<file path="config.mk">
export PLATFORM = sky130hd
export DESIGN_NAME = srtc_pram_top
export DESIGN_NICKNAME = d
export VERILOG_FILES = /design/src/rtl/srtc_pkg.sv /design/src/rtl/srtc_shift.sv /design/src/rtl/srtc_seconds.sv /design/src/rtl/srtc_pram.sv /design/src/rtl/srtc_ctrl.sv /design/src/rtl/srtc_pram_top.sv
export SDC_FILE = /design/constraint.sdc
export NUM_CORES = 2
export LEC_CHECK = 0
export ABC_CLOCK_PERIOD_IN_PS = 9300
export BUFFER_PORTS_ARGS = -buffer_cell sky130_fd_sc_hd__buf_2
export CAP_MARGIN = 10
export CORE_MARGIN = 4
export CORE_UTILIZATION = 60
export DETAILED_ROUTE_END_ITERATION = 7
export GPL_TIMING_DRIVEN = 1
export PLACE_DENSITY = 0.76
export SLEW_MARGIN = 40
export SYNTH_ARGS = -nofsm -noshare
export SYNTH_HDL_FRONTEND = slang
export SYNTH_HIERARCHICAL = 1
export SYNTH_SLANG_ARGS = --single-unit
</file>
<file path="constraint.sdc">
create_clock -name clk -period 9.3 [get_ports clk]
set_input_delay 1.86 -clock clk [delete_from_list [all_inputs] [get_ports clk]]
set_output_delay 1.86 -clock clk [all_outputs]
set_load 0.01 [all_outputs]
</file>
<file path="src/rtl/srtc_pkg.sv">
package srtc_pkg;

    localparam int BYTE_W    = 8;
    localparam int SECT_W    = 3;
    localparam int OFS_W     = 5;
    localparam int RAM_AW    = SECT_W + OFS_W;
    localparam int RAM_DEPTH = 1 << RAM_AW;
    localparam int SEC_W     = 32;

    typedef enum logic [2:0] {
        K_NONE, K_SEC, K_TEST, K_PROT, K_RAM, K_EXT
    } kind_e;

    typedef struct packed {
        logic              rd;
        kind_e             kind;
        logic [RAM_AW-1:0] idx;
    } cmd_t;

    typedef enum logic [1:0] {
        ST_CMD, ST_PARAM, ST_DATA
    } phase_e;

    // Compact command decoder: idx carries the seconds byte, the memory
    // index or the sector, depending on kind.
    function automatic cmd_t decode_cmd(input logic [BYTE_W-1:0] b);
        cmd_t       c;
        logic [4:0] f;
        c.rd   = b[7];
        c.kind = K_NONE;
        c.idx  = '0;
        f      = b[6:2];
        if (b[6:3] == 4'b0111) begin
            c.kind = K_EXT;
            c.idx  = {{(RAM_AW-SECT_W){1'b0}}, b[2:0]};
        end else if (b[1:0] == 2'b01) begin
            if (f[4:2] == 3'b000) begin
                c.kind = K_SEC;
                c.idx  = {{(RAM_AW-2){1'b0}}, f[1:0]};
            end else if (f == 5'b01100 && !c.rd) begin
                c.kind = K_TEST;
            end else if (f == 5'b01101 && !c.rd) begin
                c.kind = K_PROT;
            end else if (f[4:2] == 3'b010) begin
                c.kind = K_RAM;
                c.idx  = {4'h1, 2'b00, f[1:0]};
            end else if (f[4]) begin
                c.kind = K_RAM;
                c.idx  = {4'h0, f[3:0]};
            end
        end
        return c;
    endfunction

endpackage

</file>
<file path="src/rtl/srtc_shift.sv">
module srtc_shift
    import srtc_pkg::*;
#(
    parameter int SYNC_STAGES = 2,
    parameter int BITS        = BYTE_W
) (
    input  logic            clk,
    input  logic            rst,
    input  logic            en_n,
    input  logic            sclk,
    input  logic            din,
    input  logic            drv,
    input  logic            load,
    input  logic [BITS-1:0] load_byte,
    output logic            byte_vld,
    output logic [BITS-1:0] byte_data,
    output logic            dout
);
    localparam int ICNT_W = $clog2(BITS);
    localparam int OCNT_W = $clog2(BITS + 1);
    localparam logic [3:0] SYNC_RST = 4'b1001; // {en_n, sclk, din, drv}

    logic en_s, clk_s, din_s, drv_s;

    generate
        if (SYNC_STAGES == 0) begin : g_nosync
            assign {en_s, clk_s, din_s, drv_s} = {en_n, sclk, din, drv};
        end else begin : g_sync
            logic [3:0] stg [SYNC_STAGES];
            always_ff @(posedge clk) begin
                if (rst) begin
                    for (int i = 0; i < SYNC_STAGES; i++) stg[i] <= SYNC_RST;
                end else begin
                    stg[0] <= {en_n, sclk, din, drv};
                    for (int i = 1; i < SYNC_STAGES; i++) stg[i] <= stg[i-1];
                end
            end
            assign {en_s, clk_s, din_s, drv_s} = stg[SYNC_STAGES-1];
        end
    endgenerate

    logic              clk_q;
    logic              rise, fall, active;
    logic [BITS-2:0]   in_sh;
    logic [ICNT_W-1:0] in_cnt;
    logic [BITS-1:0]   out_sh;
    logic [OCNT_W-1:0] out_cnt;

    assign rise   = clk_s & ~clk_q;
    assign fall   = ~clk_s & clk_q;
    assign active = ~en_s;

    always_ff @(posedge clk) begin
        if (rst) begin
            clk_q     <= 1'b0;
            in_sh     <= '0;
            in_cnt    <= '0;
            byte_vld  <= 1'b0;
            byte_data <= '0;
        end else begin
            clk_q    <= clk_s;
            byte_vld <= 1'b0;
            if (active && drv_s && rise) begin
                if (in_cnt == ICNT_W'(BITS - 1)) begin
                    byte_vld  <= 1'b1;
                    byte_data <= {in_sh, din_s};
                    in_cnt    <= '0;
                end else begin
                    in_sh  <= {in_sh[BITS-3:0], din_s};
                    in_cnt <= in_cnt + 1'b1;
                end
            end
        end
    end

    always_ff @(posedge clk) begin
        if (rst) begin
            out_sh  <= '0;
            out_cnt <= '0;
            dout    <= 1'b0;
        end else if (load) begin
            out_sh  <= load_byte;
            out_cnt <= OCNT_W'(BITS);
        end else if (active && !drv_s && fall && out_cnt != '0) begin
            dout    <= out_sh[BITS-1];
            out_sh  <= {out_sh[BITS-2:0], 1'b0};
            out_cnt <= out_cnt - 1'b1;
        end
    end

    AST_DISABLED_IN_HOLD: assert property (@(posedge clk) disable iff (rst)
        en_s |=> $stable(in_cnt));
    AST_DISABLED_OUT_HOLD: assert property (@(posedge clk) disable iff (rst)
        (en_s && !load) |=> ($stable(out_cnt) && $stable(dout)));
    AST_NO_CAPTURE_ON_READ: assert property (@(posedge clk) disable iff (rst)
        !drv_s |=> !byte_vld);
    AST_DOUT_ON_FALL_ONLY: assert property (@(posedge clk) disable iff (rst)
        (!fall || drv_s) |=> $stable(dout));

endmodule

</file>
<file path="src/rtl/srtc_seconds.sv">
module srtc_seconds
    import srtc_pkg::*;
#(
    parameter logic [SEC_W-1:0] EPOCH_OFS = 32'd2082844800
) (
    input  logic             clk,
    input  logic             rst,
    input  logic             tick,
    input  logic             load,
    input  logic [SEC_W-1:0] load_unix,
    output logic [SEC_W-1:0] secs
);
    always_ff @(posedge clk) begin
        if (rst)       secs <= '0;
        else if (load) secs <= load_unix + EPOCH_OFS;
        else if (tick) secs <= secs + 1'b1;
    end

    AST_TICK_ADVANCE: assert property (@(posedge clk) disable iff (rst)
        (tick && !load) |=> secs == $past(secs) + SEC_W'(1));
    AST_LOAD_EPOCH: assert property (@(posedge clk) disable iff (rst)
        load |=> secs == $past(load_unix) + EPOCH_OFS);

endmodule

</file>
<file path="src/rtl/srtc_pram.sv">
module srtc_pram
    import srtc_pkg::*;
#(
    parameter int DEPTH = RAM_DEPTH,
    parameter int AW    = RAM_AW,
    parameter int DW    = BYTE_W
) (
    input  logic          clk,
    input  logic          we,
    input  logic [AW-1:0] waddr,
    input  logic [DW-1:0] wdata,
    input  logic [AW-1:0] raddr,
    output logic [DW-1:0] rdata
);
    logic [DW-1:0] mem [DEPTH];

    always_ff @(posedge clk) begin
        if (we) mem[waddr] <= wdata;
    end

    assign rdata = mem[raddr];

endmodule

</file>
<file path="src/rtl/srtc_ctrl.sv">
module srtc_ctrl
    import srtc_pkg::*;
(
    input  logic              clk,
    input  logic              rst,
    input  logic              byte_vld,
    input  logic [BYTE_W-1:0] byte_data,
    input  logic [SEC_W-1:0]  secs,
    output logic              load,
    output logic [BYTE_W-1:0] load_byte
);
    phase_e            phase;
    cmd_t              cur;
    cmd_t              dec;
    logic [OFS_W-1:0]  alt;
    logic              wp;
    logic              ram_we;
    logic [RAM_AW-1:0] ram_wa, ram_ra;
    logic [BYTE_W-1:0] ram_rd;
    logic [BYTE_W-1:0] sec_byte;

    assign dec      = decode_cmd(byte_data);
    assign sec_byte = secs[{dec.idx[1:0], 3'b000} +: BYTE_W];
    assign ram_ra   = (phase == ST_PARAM) ? {cur.idx[SECT_W-1:0], byte_data[6:2]}
                                          : dec.idx;

    always_comb begin
        ram_we = 1'b0;
        ram_wa = cur.idx;
        if (byte_vld) begin
            if (phase == ST_PARAM && cur.kind == K_RAM && !cur.rd) begin
                ram_we = 1'b1;
            end else if (phase == ST_DATA) begin
                ram_we = 1'b1;
                ram_wa = {cur.idx[SECT_W-1:0], alt};
            end
        end
    end

    srtc_pram u_pram (
        .clk   (clk),
        .we    (ram_we),
        .waddr (ram_wa),
        .wdata (byte_data),
        .raddr (ram_ra),
        .rdata (ram_rd)
    );

    always_ff @(posedge clk) begin
        if (rst) begin
            phase     <= ST_CMD;
            cur       <= '0;
            alt       <= '0;
            wp        <= 1'b0;
            load      <= 1'b0;
            load_byte <= '0;
        end else begin
            load <= 1'b0;
            if (byte_vld) begin
                unique case (phase)
                    ST_CMD: begin
                        if (dec.kind != K_NONE) begin
                            if (dec.rd) begin
                                case (dec.kind)
                                    K_SEC: begin load <= 1'b1; load_byte <= sec_byte; end
                                    K_RAM: begin load <= 1'b1; load_byte <= ram_rd;   end
                                    K_EXT: begin cur <= dec; phase <= ST_PARAM;       end
                                    default: ;
                                endcase
                            end else if (dec.kind == K_PROT || !wp) begin
                                cur   <= dec;
                                phase <= ST_PARAM;
                            end
                        end
                    end
                    ST_PARAM: begin
                        phase <= ST_CMD;
                        if (cur.kind == K_PROT) begin
                            wp <= byte_data[7];
                        end else if (cur.kind == K_EXT) begin
                            if (cur.rd) begin
                                load      <= 1'b1;
                                load_byte <= ram_rd;
                            end else begin
                                alt   <= byte_data[6:2];
                                phase <= ST_DATA;
                            end
                        end
                    end
                    default: phase <= ST_CMD;
                endcase
            end
        end
    end

    AST_LOAD_AFTER_BYTE: assert property (@(posedge clk) disable iff (rst)
        load |-> $past(byte_vld));
    AST_DATA_PHASE_EXT: assert property (@(posedge clk) disable iff (rst)
        (phase == ST_DATA) |-> (cur.kind == K_EXT && !cur.rd));
    AST_INVALID_DISCARD: assert property (@(posedge clk) disable iff (rst)
        (byte_vld && phase == ST_CMD && dec.kind == K_NONE)
            |=> (phase == ST_CMD && !load));
    AST_PROTECT_BLOCK: assert property (@(posedge clk) disable iff (rst)
        (byte_vld && phase == ST_CMD && wp && !byte_data[7] && dec.kind != K_PROT)
            |=> phase == ST_CMD);

endmodule

</file>
<file path="src/rtl/srtc_pram_top.sv">
module srtc_pram_top
    import srtc_pkg::*;
#(
    parameter int                SYNC_STAGES = 2,
    parameter logic [SEC_W-1:0]  EPOCH_OFS   = 32'd2082844800
) (
    input  logic             clk,
    input  logic             rst,
    input  logic             ser_en_n,
    input  logic             ser_clk,
    input  logic             ser_din,
    input  logic             host_drv,
    output logic             ser_dout,
    output logic             ser_doe,
    input  logic             tick_1hz,
    input  logic             time_load,
    input  logic [SEC_W-1:0] time_unix
);
    logic              byte_vld;
    logic [BYTE_W-1:0] byte_data;
    logic              out_load;
    logic [BYTE_W-1:0] out_byte;
    logic [SEC_W-1:0]  secs;

    assign ser_doe = ~ser_en_n & ~host_drv;

    srtc_shift #(.SYNC_STAGES(SYNC_STAGES), .BITS(BYTE_W)) u_shift (
        .clk       (clk),
        .rst       (rst),
        .en_n      (ser_en_n),
        .sclk      (ser_clk),
        .din       (ser_din),
        .drv       (host_drv),
        .load      (out_load),
        .load_byte (out_byte),
        .byte_vld  (byte_vld),
        .byte_data (byte_data),
        .dout      (ser_dout)
    );

    srtc_ctrl u_ctrl (
        .clk       (clk),
        .rst       (rst),
        .byte_vld  (byte_vld),
        .byte_data (byte_data),
        .secs      (secs),
        .load      (out_load),
        .load_byte (out_byte)
    );

    srtc_seconds #(.EPOCH_OFS(EPOCH_OFS)) u_secs (
        .clk       (clk),
        .rst       (rst),
        .tick      (tick_1hz),
        .load      (time_load),
        .load_unix (time_unix),
        .secs      (secs)
    );

endmodule

</file>
==> flow_summary.toml <==
[setup_path]
cp_slowest_cell = "dfxtp_4"
endpoint_kind = "register"
rrSetupSlack_ps = 3010
worstSetupPathType = "register to register"
r2r-start = "u_shift/byte_data[6]"
r2r-end = "u_ctrl/load_byte[2]"
critical_path.max_fanout = 77
crit_start = "u_shift/byte_data[6]"
cp.required_ps = 9990
crit_top_cell = "mux4_2"
worstPathArrival_ps = 6980
reg2reg_depth = 16
cp_slowest_stage_delay_ps = 630
cp-start-kind = "register"
crit_chain = "buf_6 -> or2b_2 -> a31o_2 -> nand2_1 -> o21ai_4 -> buf_12 -> buf_16 -> buf_4 -> mux4_2 -> mux4_2 -> nor2_1 -> a2111oi_0 -> nor3_1 -> nor4_2 -> a32oi_1 -> o21ai_1"
crit_end = "u_ctrl/load_byte[2]"

[floorplan]
start_util_pct = 60.66
row_count = 137
die_w_microns = 384.3
design.die.area_sq_mm = 0.1477
ioPinCount = 42
die_h_microns = 384.3
core_sq_mm = 0.1400

[power]
max-vdd-ir-drop_v = 0.0001626
comb_power_share_pct = 0.4
switching_share_pct = 19.06
powerDensity_mw_per_mm2 = 199.2
clockPowerShare_pct = 43.9
p_seq_share_pct = 55.7
power.leakage_uw = 0.02834
power.internal_uw = 15190
p_switching_uw = 3576

[synthesis]
synth-simple-area-share_pct = 3.993
synth_top_area_cell = "edfxtp_1"
synth_top_area_share_pct = 72.39
synth-compound-area-share_pct = 4.651
synth_top_family_by_area = "multiplexers"
ys_ff_latch = 2147
syn-num-nets = 4433
synth_cell_types = 95
synth_xor_xnor_area_share_pct = 0.5258
synthTopCellsByArea = "edfxtp_1, mux4_2, dfxtp_1, mux2i_1, nor2_1"
yosysMostFrequentCell = "edfxtp_1"
yosys-top-cells-count = "edfxtp_1, mux4_2, nor2_1"
synth_area_sq_mm = 0.08495
synth_edf_count = 2048
synth_mux_area_share_pct = 13.95
yosys_warnings = 6
synthCells = 4388
yosysSeqAreaShare_pct = 74.73
syn_area_per_cell_sq_um = 19.36
yosys_most_used_dff = "edfxtp_1"
async_flop_share_pct = 0
synthAdderAreaFrac_pct = 0.07364

[grt]
grt_max_degree = 130
grt_overflow = 0
grt_use_total_pct = 27.91
grt_pass1_vias = 43860
grt_pass1_wl_microns = 300600
antenna_found_initial = 2

[detailed_routing]
drc = 0
antenna_left = 0
routed_via_density = 6.881
wirelength_microns = 204300
drtPass1Iterations = 6
first_iter_violations = 6034
routedWlPerCell_microns = 31.49
vias = 44640

[clock_network]
cts_resized = 0
root_buffer = "clkbuf_16"
h-tree-depth = 4
clk_latency_ps = 850
clockBufferDepth = 3
cts_made_buffers = 199
hold_buffers = 0
cts_sinks = 2147
cts_tree = "built"
cts_setup_buffers = 0
clk_pin_slew_ps = 60

[sta]
final-setup-viol-count = 0
fin_crit_sh_pct = 67.69
slew_violations = 0
worst_pin_slew_ps = 931.3
whs_ps = 420.2
period_minus_slack_ps = 6295
finalHoldViolCount = 0
relSlewSlack_pct = 37.39
grt_setup_unrepaired = "no"
setup_tns_ps = 0
setup_ws_ps = 3005
skew_ps = 57.19
max_freq_mhz = 158.9

[place]
dp.cells = 6111
dpl.hpwl_microns = 120600
portBuffers = 41
finalWeightedCongestion = 0.8911
place_ws_ps = 3006

[layout]
area_growth_pct = 10.87
final_util_pct = 67.25
fin_nets = 4486
drive_gt1_share_pct = 24.69
fin_cells = 6487
fillers = 8601

[min_path]
hold_path_class = "register to register"
hold_depth = 1

[run]
cap_violations = 0

[outcome]
outcome = "complete, no violations"
-- layout by cell type, fill, tap and decap left out, types with 10 or more instances in the layout --
cell type and n:
a21oi_1 128, nand2_1 68, buf_6 15, nor3_1 27, and3_1 17, buf_2 41
o221ai_1 46, nor4_2 14, xor2_1 24, inv_1 16, nand2b_1 11, mux4_2 454
nor2b_1 34, nand3_2 10, o21ai_0 45, nand3_1 55, clkinv_1 39, o32ai_1 12
mux2i_1 147, o211ai_1 14, clkbuf_16 202, a21boi_0 17, bufinv_16 25, a22oi_1 133
buf_12 15, clkinv_2 41, clkbuf_1 36, nor2_2 155, nor2_1 191, nor4_1 23
buf_4 60, o22ai_1 38, a221oi_1 13, dfxtp_1 91, clkinvlp_4 10, a211oi_1 37
xnor2_1 27, nand4_1 22, edfxtp_1 2048
-- layout make-up --
class	instances	area (sq um)	share of cell area, %
antenna	2	5.005	0.005314
inverter	18	67.56	0.07174
clock buffer	243	5259	5.584
multi-input combinational	1940	20390	21.65
clock inverter	126	1385	1.471
sequential	2147	63510	67.43
timing repair buffer	135	1221	1.297
tap	1876	2347	2.492
-- metal layers --
metal | up-vias | share of wire, % | track usage [%]
li1 | 18200 | - | -
met1 | 23160 | 37 | 39.41
met2 | 2835 | 48 | 43.05
met3 | 445 | 11 | 6.569
met4 | 4 | 4.2 | 10.84
met5 | - | 0.012 | 0
-- how the worst min path moves through the flow --
stage                              from                        to  slack [ps]
2_1_floorplan  u_shift/g_sync.stg[0][0]  u_shift/g_sync.stg[0][4]         390
3_3_place_gp   u_shift/g_sync.stg[0][3]  u_shift/g_sync.stg[0][7]         400
3_5_place_dp   u_shift/g_sync.stg[0][0]  u_shift/g_sync.stg[0][4]         410
4_1_cts        u_shift/g_sync.stg[0][0]  u_shift/g_sync.stg[0][4]         430
5_1_grt        u_shift/g_sync.stg[0][3]  u_shift/g_sync.stg[0][7]         440
6_report       u_shift/g_sync.stg[0][0]  u_shift/g_sync.stg[0][4]         420
-- metrics by stage --
step                      area [sq um]  power [uW]
after global routing             94180       19300
final                            94180       18760
after CTS                        93800       18850
after floorplan                  84950       10700
after global placement           86620       10730
after detailed placement         87160       10730
-- power groups by stage --
stage,clock network [uW],registers (uW),logic (uW)
after floorplan,0,10600,50.1
after global placement,0,10600,75.6
after detailed placement,0,10600,76.8
after CTS,8330,10400,77.6
after global routing,8770,10400,85.5
final,8240,10400,78.1
-- sequential cells by signal, summed over array words and instances (netlist names), 2 cells and up --
name / flops
u_shift/in_cnt: 3
u_shift/byte_data: 8
u_shift/g_sync.stg: 8
u_secs/secs: 32
u_shift/out_cnt: 4
u_ctrl/u_pram/mem: 2048
u_shift/out_sh: 8
u_ctrl/cur: 9
u_shift/in_sh: 7
u_ctrl/load_byte: 8
u_ctrl/alt: 5
u_ctrl/phase: 2
-- kinds of logic after synthesis --
| kind of cell | count (synthesis) |
|---|---|
| xor gates and xnor gates | 51 |
| DFF | 2147 |
| and+or+nand+nor | 708 |
| AOI/OAI and AO/OA | 564 |
| buffers and inverters | 301 |
| adders and majority gates | 5 |
| muxes | 612 |
-- critical path, delay by kind of cell, from the launching register on --
kind	cells	cell delay [ps]
buffers and inverters	4	1710
flip-flops	1	630
multiplexers	2	1060
AND/OR/NAND/NOR	5	1350
AO/OA/AOI/OAI	5	1200
No activity file was read; power rests on OpenSTA's default activity.
